===== src/rtl/nib_cpu.sv =====
module nib_cpu #(
  parameter int DW    = 4,
  parameter int DEPTH = 4,
  parameter int AW    = 2 * DW,
  parameter int PC_W  = 12
) (
  input  logic            clk,
  input  logic            rst_n,
  output logic [PC_W-1:0] imem_addr,
  input  logic [7:0]      imem_rdata,
  output logic [AW-1:0]   dmem_addr,
  output logic            dmem_re,
  input  logic [DW-1:0]   dmem_rdata,
  output logic            dmem_we,
  output logic [DW-1:0]   dmem_wdata
);
  localparam int SP_W = $clog2(DEPTH + 1);

  typedef enum logic [1:0] {S_F, S_E, S_F2, S_E2} state_t;

  state_t          state;
  logic [PC_W-1:0] pc;
  logic [7:0]      ir, lo;
  logic [DW-1:0]   acc;
  logic            cf, zf;
  logic [AW-1:0]   p0, p1;
  logic [PC_W-1:0] stk [DEPTH];
  logic [SP_W-1:0] depth;

  logic            sel, take;
  logic [DW:0]     sum, diff;
  logic [DW-1:0]   andv;

  assign sel        = (state == S_F) ? imem_rdata[0] : ir[0];
  assign dmem_addr  = sel ? p1 : p0;
  assign dmem_re    = (state == S_F) && (imem_rdata[7:4] >= 4'h2) && (imem_rdata[7:4] <= 4'h5);
  assign dmem_we    = (state == S_E) && (ir[7:4] == 4'h6);
  assign dmem_wdata = acc;
  assign imem_addr  = pc;

  assign sum  = {1'b0, acc} + {1'b0, dmem_rdata} + {{DW{1'b0}}, cf};
  assign diff = {1'b0, acc} - {1'b0, dmem_rdata} - {{DW{1'b0}}, cf};
  assign andv = acc & dmem_rdata;

  always_comb begin
    case (ir[7:4])
      4'hD:    take = cf;
      4'hE:    take = zf;
      default: take = 1'b1;
    endcase
  end

  always_ff @(posedge clk or negedge rst_n) begin
    if (!rst_n) begin
      state <= S_F;
      pc    <= '0;
      ir    <= '0;
      lo    <= '0;
      acc   <= '0;
      cf    <= 1'b0;
      zf    <= 1'b0;
      p0    <= '0;
      p1    <= '0;
      depth <= '0;
      for (int i = 0; i < DEPTH; i++) stk[i] <= '0;
    end else begin
      case (state)
        S_F: begin
          ir    <= imem_rdata;
          pc    <= pc + 1'b1;
          state <= S_E;
        end
        S_E: begin
          state <= S_F;
          case (ir[7:4])
            4'h0: if (ir[3:0] == 4'h1) begin
              pc <= (depth == 0) ? '0 : stk[0];
              if (depth != 0) begin
                depth <= depth - 1'b1;
                for (int i = 0; i < DEPTH - 1; i++) stk[i] <= stk[i+1];
                stk[DEPTH-1] <= '0;
              end
            end
            4'h1: begin acc <= ir[DW-1:0]; zf <= (ir[DW-1:0] == '0); end
            4'h2: begin acc <= sum[DW-1:0]; cf <= sum[DW]; zf <= (sum[DW-1:0] == '0); end
            4'h3: begin acc <= diff[DW-1:0]; cf <= diff[DW]; zf <= (diff[DW-1:0] == '0); end
            4'h4: begin acc <= andv; zf <= (andv == '0); end
            4'h5: begin acc <= dmem_rdata; zf <= (dmem_rdata == '0); end
            4'h7: if (ir[0]) p1 <= p1 + 1'b1; else p0 <= p0 + 1'b1;
            4'h8: p0[DW-1:0]  <= ir[DW-1:0];
            4'h9: p0[AW-1:DW] <= ir[DW-1:0];
            4'hA: p1[DW-1:0]  <= ir[DW-1:0];
            4'hB: p1[AW-1:DW] <= ir[DW-1:0];
            4'hC, 4'hD, 4'hE, 4'hF: state <= S_F2;
            default: ;
          endcase
        end
        S_F2: begin
          lo    <= imem_rdata;
          pc    <= pc + 1'b1;
          state <= S_E2;
        end
        default: begin
          state <= S_F;
          if (take) pc <= {ir[3:0], lo};
          if (ir[7:4] == 4'hF) begin
            stk[0] <= pc;
            for (int i = 1; i < DEPTH; i++) stk[i] <= stk[i-1];
            if (depth != SP_W'(DEPTH)) depth <= depth + 1'b1;
          end
        end
      endcase
    end
  end

  assert_rw_exclusive_R11: assert property (@(posedge clk) disable iff (!rst_n)
    !(dmem_we && dmem_re));

  assert_fetch_advance_R2: assert property (@(posedge clk) disable iff (!rst_n)
    (state == S_F || state == S_F2) |=> (pc == PC_W'($past(pc) + 1'b1)));

  assert_depth_bound_R9: assert property (@(posedge clk) disable iff (!rst_n)
    depth <= SP_W'(DEPTH));

  assert_empty_return_R10: assert property (@(posedge clk) disable iff (!rst_n)
    (state == S_E && ir == 8'h01 && depth == 0) |=> (pc == '0));

  assert_carry_hold_R5: assert property (@(posedge clk) disable iff (!rst_n)
    !(state == S_E && (ir[7:4] == 4'h2 || ir[7:4] == 4'h3)) |=> (cf == $past(cf)));
endmodule


===== config.mk =====
export PLATFORM = sky130hd
export DESIGN_NAME = nib_cpu
export DESIGN_NICKNAME = d
export VERILOG_FILES = /design/src/rtl/nib_cpu.sv
export SDC_FILE = /design/constraint.sdc
export NUM_CORES = 1
export LEC_CHECK = 0
export ABC_AREA = 1
export BUFFER_PORTS_ARGS = -buffer_cell sky130_fd_sc_hd__buf_2
export CORE_UTILIZATION = 60
export DETAILED_ROUTE_END_ITERATION = 12
export PLACE_DENSITY_LB_ADDON = 0.2
export RECOVER_POWER = 25
export SKIP_LAST_GASP = 1
export SYNTH_ARGS = -nofsm -noshare
export SYNTH_HDL_FRONTEND = slang
export SYNTH_SLANG_ARGS = --single-unit

===== constraint.sdc =====
create_clock -name clk -period 4.2 [get_ports clk]
set_clock_uncertainty 0.2 [all_clocks]
set_input_delay 0.84 -clock clk [delete_from_list [all_inputs] [get_ports clk]]
set_output_delay 0.84 -clock clk [all_outputs]
set_load 0.05 [all_outputs]

## Word-level counts from Yosys, hierarchy flattened

Cells that the tools add are included.

| word-level totals | value |
|---|---|
| register bits | 103 |
| input port bits | 14 |
| output and inout bits | 26 |
| word-level logic and storage cells | 115 |

| cells by class | value |
|---|---|
| add/sub/neg operators | 9 |
| order comparisons | 2 |
| equality and inequality tests | 24 |
| muxes and demuxes | 30 |
| bitwise gates (word level) | 2 |
| reduce and logical (&&, ||, !) cells | 32 |

Operator list:

| cell | count |
|---|---|
| $mux 48 | 4 |
| $pmux 48 s2 | 1 |
| $mux 12 | 4 |
| $eq 4x4->1 const B | 8 |
| $pmux 4 s2 | 4 |
| $logic_not 4->1 | 6 |
| $mux 8 | 3 |
| $pmux 12 s2 | 1 |
| $pmux 4 s5 | 1 |
| $add 8x1->8 const B | 2 |
| $eq 4x3->1 const B | 4 |
| $mux 3 | 5 |
| $reduce_and 3->1 | 5 |
| $reduce_bool 2->1 | 7 |
| $add 12x1->12 const B | 1 |
| $eq 4x1->1 const B | 2 |
| $eq 4x2->1 const B | 2 |
| $ne 2x1->1 const B | 3 |
| $pmux 2 s3 | 1 |
| $pmux 3 s2 | 1 |
| $reduce_and 6->1 | 1 |
| $reduce_bool 3->1 | 2 |
| $add 4x4->5 | 1 |
| $add 5x1->5 | 1 |
| other kinds (24) | 29 |

## Longest topological paths before layout

| logic depth | value |
|---|---|
| depth after elaboration | 5 |
| mapped depth | 13 |
| mapped depth without buffers | 13 |

## Worst setup path before layout

OpenSTA, ideal clock, no wires.

| path | value |
|---|---|
| path kind | input -> output |
| start | input port imem_rdata[5] |
| end | output port dmem_re |
| data arrival time | 2396 ps |
| required time | 3160 ps |
| slack | 764 ps |
| cell stages on the path | 2 |
| path buffers | 0 |
| cells stage by stage | xnor2_1 nor4_1 |

| on the way | value |
|---|---|
| longest elaborated chain between the ends | 3 |
| elaborated cells between the ends (all ways) | 4 |
| classes of those cells | 2 x order compare; 2 x reduce/logical |

RTL lines:

| element | RTL line | RTL |
|---|---|---|
| start: declaration | 10 | `input logic [7:0] imem_rdata,` |
| $ge 4x2->1 | 36 | `assign dmem_re = (state == S_F) && (imem_rdata[7:4] >= 4'h2) && (imem_rdata[7:4] <= 4'h5);` |
| $logic_and 1x1->1 | 36 |  |
| $logic_and 1x1->1 (*) | 36 |  |
| end: declaration | 12 | `output logic dmem_re,` |

Every way passes the cells marked *; elsewhere a longest branch is shown, timed or not.

## Worst setup path in the final report

| path | value |
|---|---|
| start | register state[1] |
| end | output port dmem_addr[4] |

| on the way | value |
|---|---|
| longest elaborated chain between the ends | 3 |

RTL lines:

| element | RTL line | RTL |
|---|---|---|
| start: declaration | 21 | `state_t state;` |
| start signal: assignment | 55 | `state <= S_F;` |
| start signal: assignment | 71 | `state <= S_E;` |
| start signal: assignment | 74 | `state <= S_F;` |
| $logic_not 2->1 | 34 | `assign sel = (state == S_F) ? imem_rdata[0] : ir[0];` |
| $mux 1 | 34 |  |
| $mux 8 | 35 | `assign dmem_addr = sel ? p1 : p0;` |
| end: declaration | 11 | `output logic [AW-1:0] dmem_addr,` |

Every way passes these cells.

==> summary.md <==
| Metric | Value |
|---|---|
| Final hold vios | `0` |
| Multi-input logic area | `2860 µm²` |
| VDD IR max | `0.000539 V` |
| FP Rows | `36` |
| Post-synth EDFFs | `0` |
| Full die area | `10300 µm²` |
| Residual DRC | `0` |
| Synth warn | `0` |
| Fraction of layout cells with a size suffix above 1 | `9.27%` |
| Final TNS setup | `0 ns` |
| Clk pwr share | `17.8%` |
| Met2 Wirelength | `7230 µm` |
| FF+latch count, synth | `103` |
| Critical path required time | `3.16 ns` |
| DRT Wirelength | `14700 µm` |
| Post-route ant nets | `0` |
| Worst hold path type | `reg -> reg` |
| Vias | `5454` |
| Mapped Area | `5960 µm²` |
| DP HPWL | `10600 µm` |
| Post-synth top area share | `43.2%` |
| Fin nets | `866` |
| Antenna violations before repair | `0` |
| Vias in the first global route | `4978` |
| Cts hold-fix bufs | `0` |
| I/O pin count | `40` |
| DRT iter0 DRCs | `410` |
| Routability Congestion | `0.974` |
| Die extent in y | `102 µm` |
| CTS Root Cell | `clkbuf_8` |
| Post-synth top cells | `nand2_1, o21ai_0, dfrtp_1, inv_1, nor2_1` |
| Met1 WL | `6340 µm` |
| Pins over their slew limit | `65` |
| Slew headroom | `-7.92%` |
| Largest area contributor in the netlist | `dfrtp_1` |
| ANT cells | `0` |
| Main flop type after synthesis | `dfrtp_1` |
| Power share of the sequential group | `38.3%` |
| Count leader, synth | `nand2_1` |
| Worst Max-Slew Pin Slew | `1.62 ns` |
| Internal power | `1.97 mW` |
| Syn avg cell area | `7.37 µm²` |
| Post-layout util | `66.4%` |
| RSZ-0062 raised after global routing | `no` |
| Failing checks | `max-capacitance violations, max-slew violations` |
| Fmax | `266 MHz` |
| Wire length on met3 | `794 µm` |
| Net Sw Frac | `48.7%` |
| Endpoint class of the critical path | `output pin` |
| Die X | `102 µm` |
| Worst-path fanout max | `17` |
| Gate power share | `43.9%` |
| Place WS | `0.923 ns` |
| H-tree levels | `3` |
| Register area share after synthesis | `43.2%` |
| Initial core utilization | `61.6%` |
| Largest net degree at the start of global routing | `70` |
| Cell count after synthesis | `809` |
| Routed WL per cell | `15.1 µm` |
| Post-synth cell types | `40` |
| Pwr dens | `597 nW/µm²` |
| Top layer reached by signal wires | `met4` |
| CORE AREA | `9680 µm²` |
| TritonCTS Sinks | `103` |
| Critical Path AT | `2.72 ns` |
| Post_cts resized | `0` |
| Total gr overflow | `0` |
| Clk Latency, worst-skew pair | `0.39 ns` |
| Final setup slack of the worst path | `0.442 ns` |
| Status | `finished, violations left` |
| Drt first pass iters | `7` |
| First-pass GRT wire length | `24000 µm` |
| Vias per cell | `5.60` |
| Critical path class | `reg -> out` |
| Area grow syn2layout | `7.83%` |
| Net switching power figure | `1.87 mW` |
| Max-Cap Viols | `1` |
| Net Count, Synth | `839` |
| Startpoint type of the worst setup path | `register` |
| GRT Util Overall | `30.3%` |
| Top area cells in the synthesized netlist | `dfrtp_1, nand2_1, o21ai_0, inv_1, nor2_1` |
| I/O Buffers | `39` |
| CTS Buf Count | `9` |
| Leak pwr | `2.97 nW` |
| Worst-path clk slew | `0.11 ns` |
| Filler cells | `846` |
| Setup bufs post-CTS | `0` |
| Min Tclk post-route | `3.76 ns` |
| Bufs on Longest Clock Path | `2` |
| CTS tree | `built` |
| Register area | `2580 µm²` |
| Setup violators final | `0` |
| Fin crit share | `89.5%` |
| Async set-reset flop share out of synthesis | `100%` |
## worst max-delay path, stage by stage (launching register included)
cell	delay, ns
dfrtp_1	0.52
nor2_1	0.60
nand2_1	0.11
o21ai_1	0.53
nand2_1	0.14
o21ai_0	0.12
buf_2	0.30
## registers in the layout, summed over array words and instances, names as in the netlist
name / flops
stk: 48
imem_addr: 12
ir: 8
lo: 8
p0: 8
p1: 8
dmem_wdata: 4
depth: 3
state: 2
cf: 1
zf: 1
## worst paths after layout
check,from,end,slack (ns),depth (start not counted)
worst max-delay path,state[1],dmem_addr[4],0.44,6
worst min-delay path,p0[7],p0[7],0.29,2
worst max register to register,state[0],imem_addr[6],1.29,8
worst min register to register,p0[7],p0[7],0.29,2
max in group asynchronous,rst_n,dmem_wdata[1],2.07,2
min in group asynchronous,rst_n,depth[1],0.61,1
## through the flow
step	area [µm²]	cells	power [mW]	hold WS, ns
floorplan	5960	809	2.69	0.249
global placement	6220	958	3.11	0.265
detailed placement	6220	958	3.15	0.268
CTS	6430	974	3.83	0.292
global route	6430	974	4.08	0.326
finish	6430	974	3.84	0.293
## routing by layer
metal,vias to the layer above,track usage [%]
li1,2666,-
met1,2598,40.3
met2,160,49.8
met3,30,6.07
met4,0,9.48
met5,-,0
## layout make-up
| cell class | instances | share of cell area, % |
|---|---|---|
| Clock buffer | 9 | 1.93 |
| Sequential cell | 103 | 40.1 |
| Timing Repair Buffer | 44 | 3.62 |
| Tap cell | 133 | 2.59 |
| Clock inverter | 7 | 1.40 |
| Inverter | 100 | 5.84 |
| Multi-Input combinational cell | 578 | 44.5 |
## placed cells by master, fill, tap and decap left out, types with 3 or more instances in the layout
cell type | Yosys | routed
o21ai_1 | 7 | 7
xor2_1 | 6 | 6
buf_4 | 1 | 5
mux2_2 | 3 | 3
nor3_1 | 4 | 4
nand3_1 | 36 | 36
nor2_2 | 3 | 3
nand2_1 | 243 | 243
buf_2 | 18 | 38
fa_1 | 5 | 5
nand4_1 | 5 | 5
clkbuf_8 | 0 | 9
o22ai_1 | 9 | 9
dfrtp_1 | 103 | 103
nor2_1 | 56 | 56
o21ai_0 | 125 | 125
inv_1 | 96 | 97
o211ai_1 | 4 | 4
a21oi_2 | 4 | 4
a22oi_1 | 3 | 3
a21oi_1 | 29 | 29
inv_2 | 4 | 3
o21bai_1 | 3 | 3
a31oi_1 | 3 | 3
nand3b_1 | 3 | 3
ha_1 | 11 | 11
o221ai_1 | 3 | 3
## power by group through the flow
stage	sequential [mW]	combinational (mW)	clock [mW]
3_5_place_dp	1.48	1.67	0
3_3_place_gp	1.47	1.63	0
5_1_grt	1.50	1.86	0.727
2_1_floorplan	1.67	1.03	0
4_1_cts	1.46	1.68	0.694
6_report	1.47	1.68	0.684
## logic make-up after synthesis
kind of cell	after synthesis	share of synthesized area, %
flops	103	43.2
mux	3	0.567
buf+inv	128	8.75
compound gates	196	17.9
simple gates	356	24.5
fa+ha+maj	16	3.99
xor+xnor	7	1.03
Power figures use the tool's default switching activity.
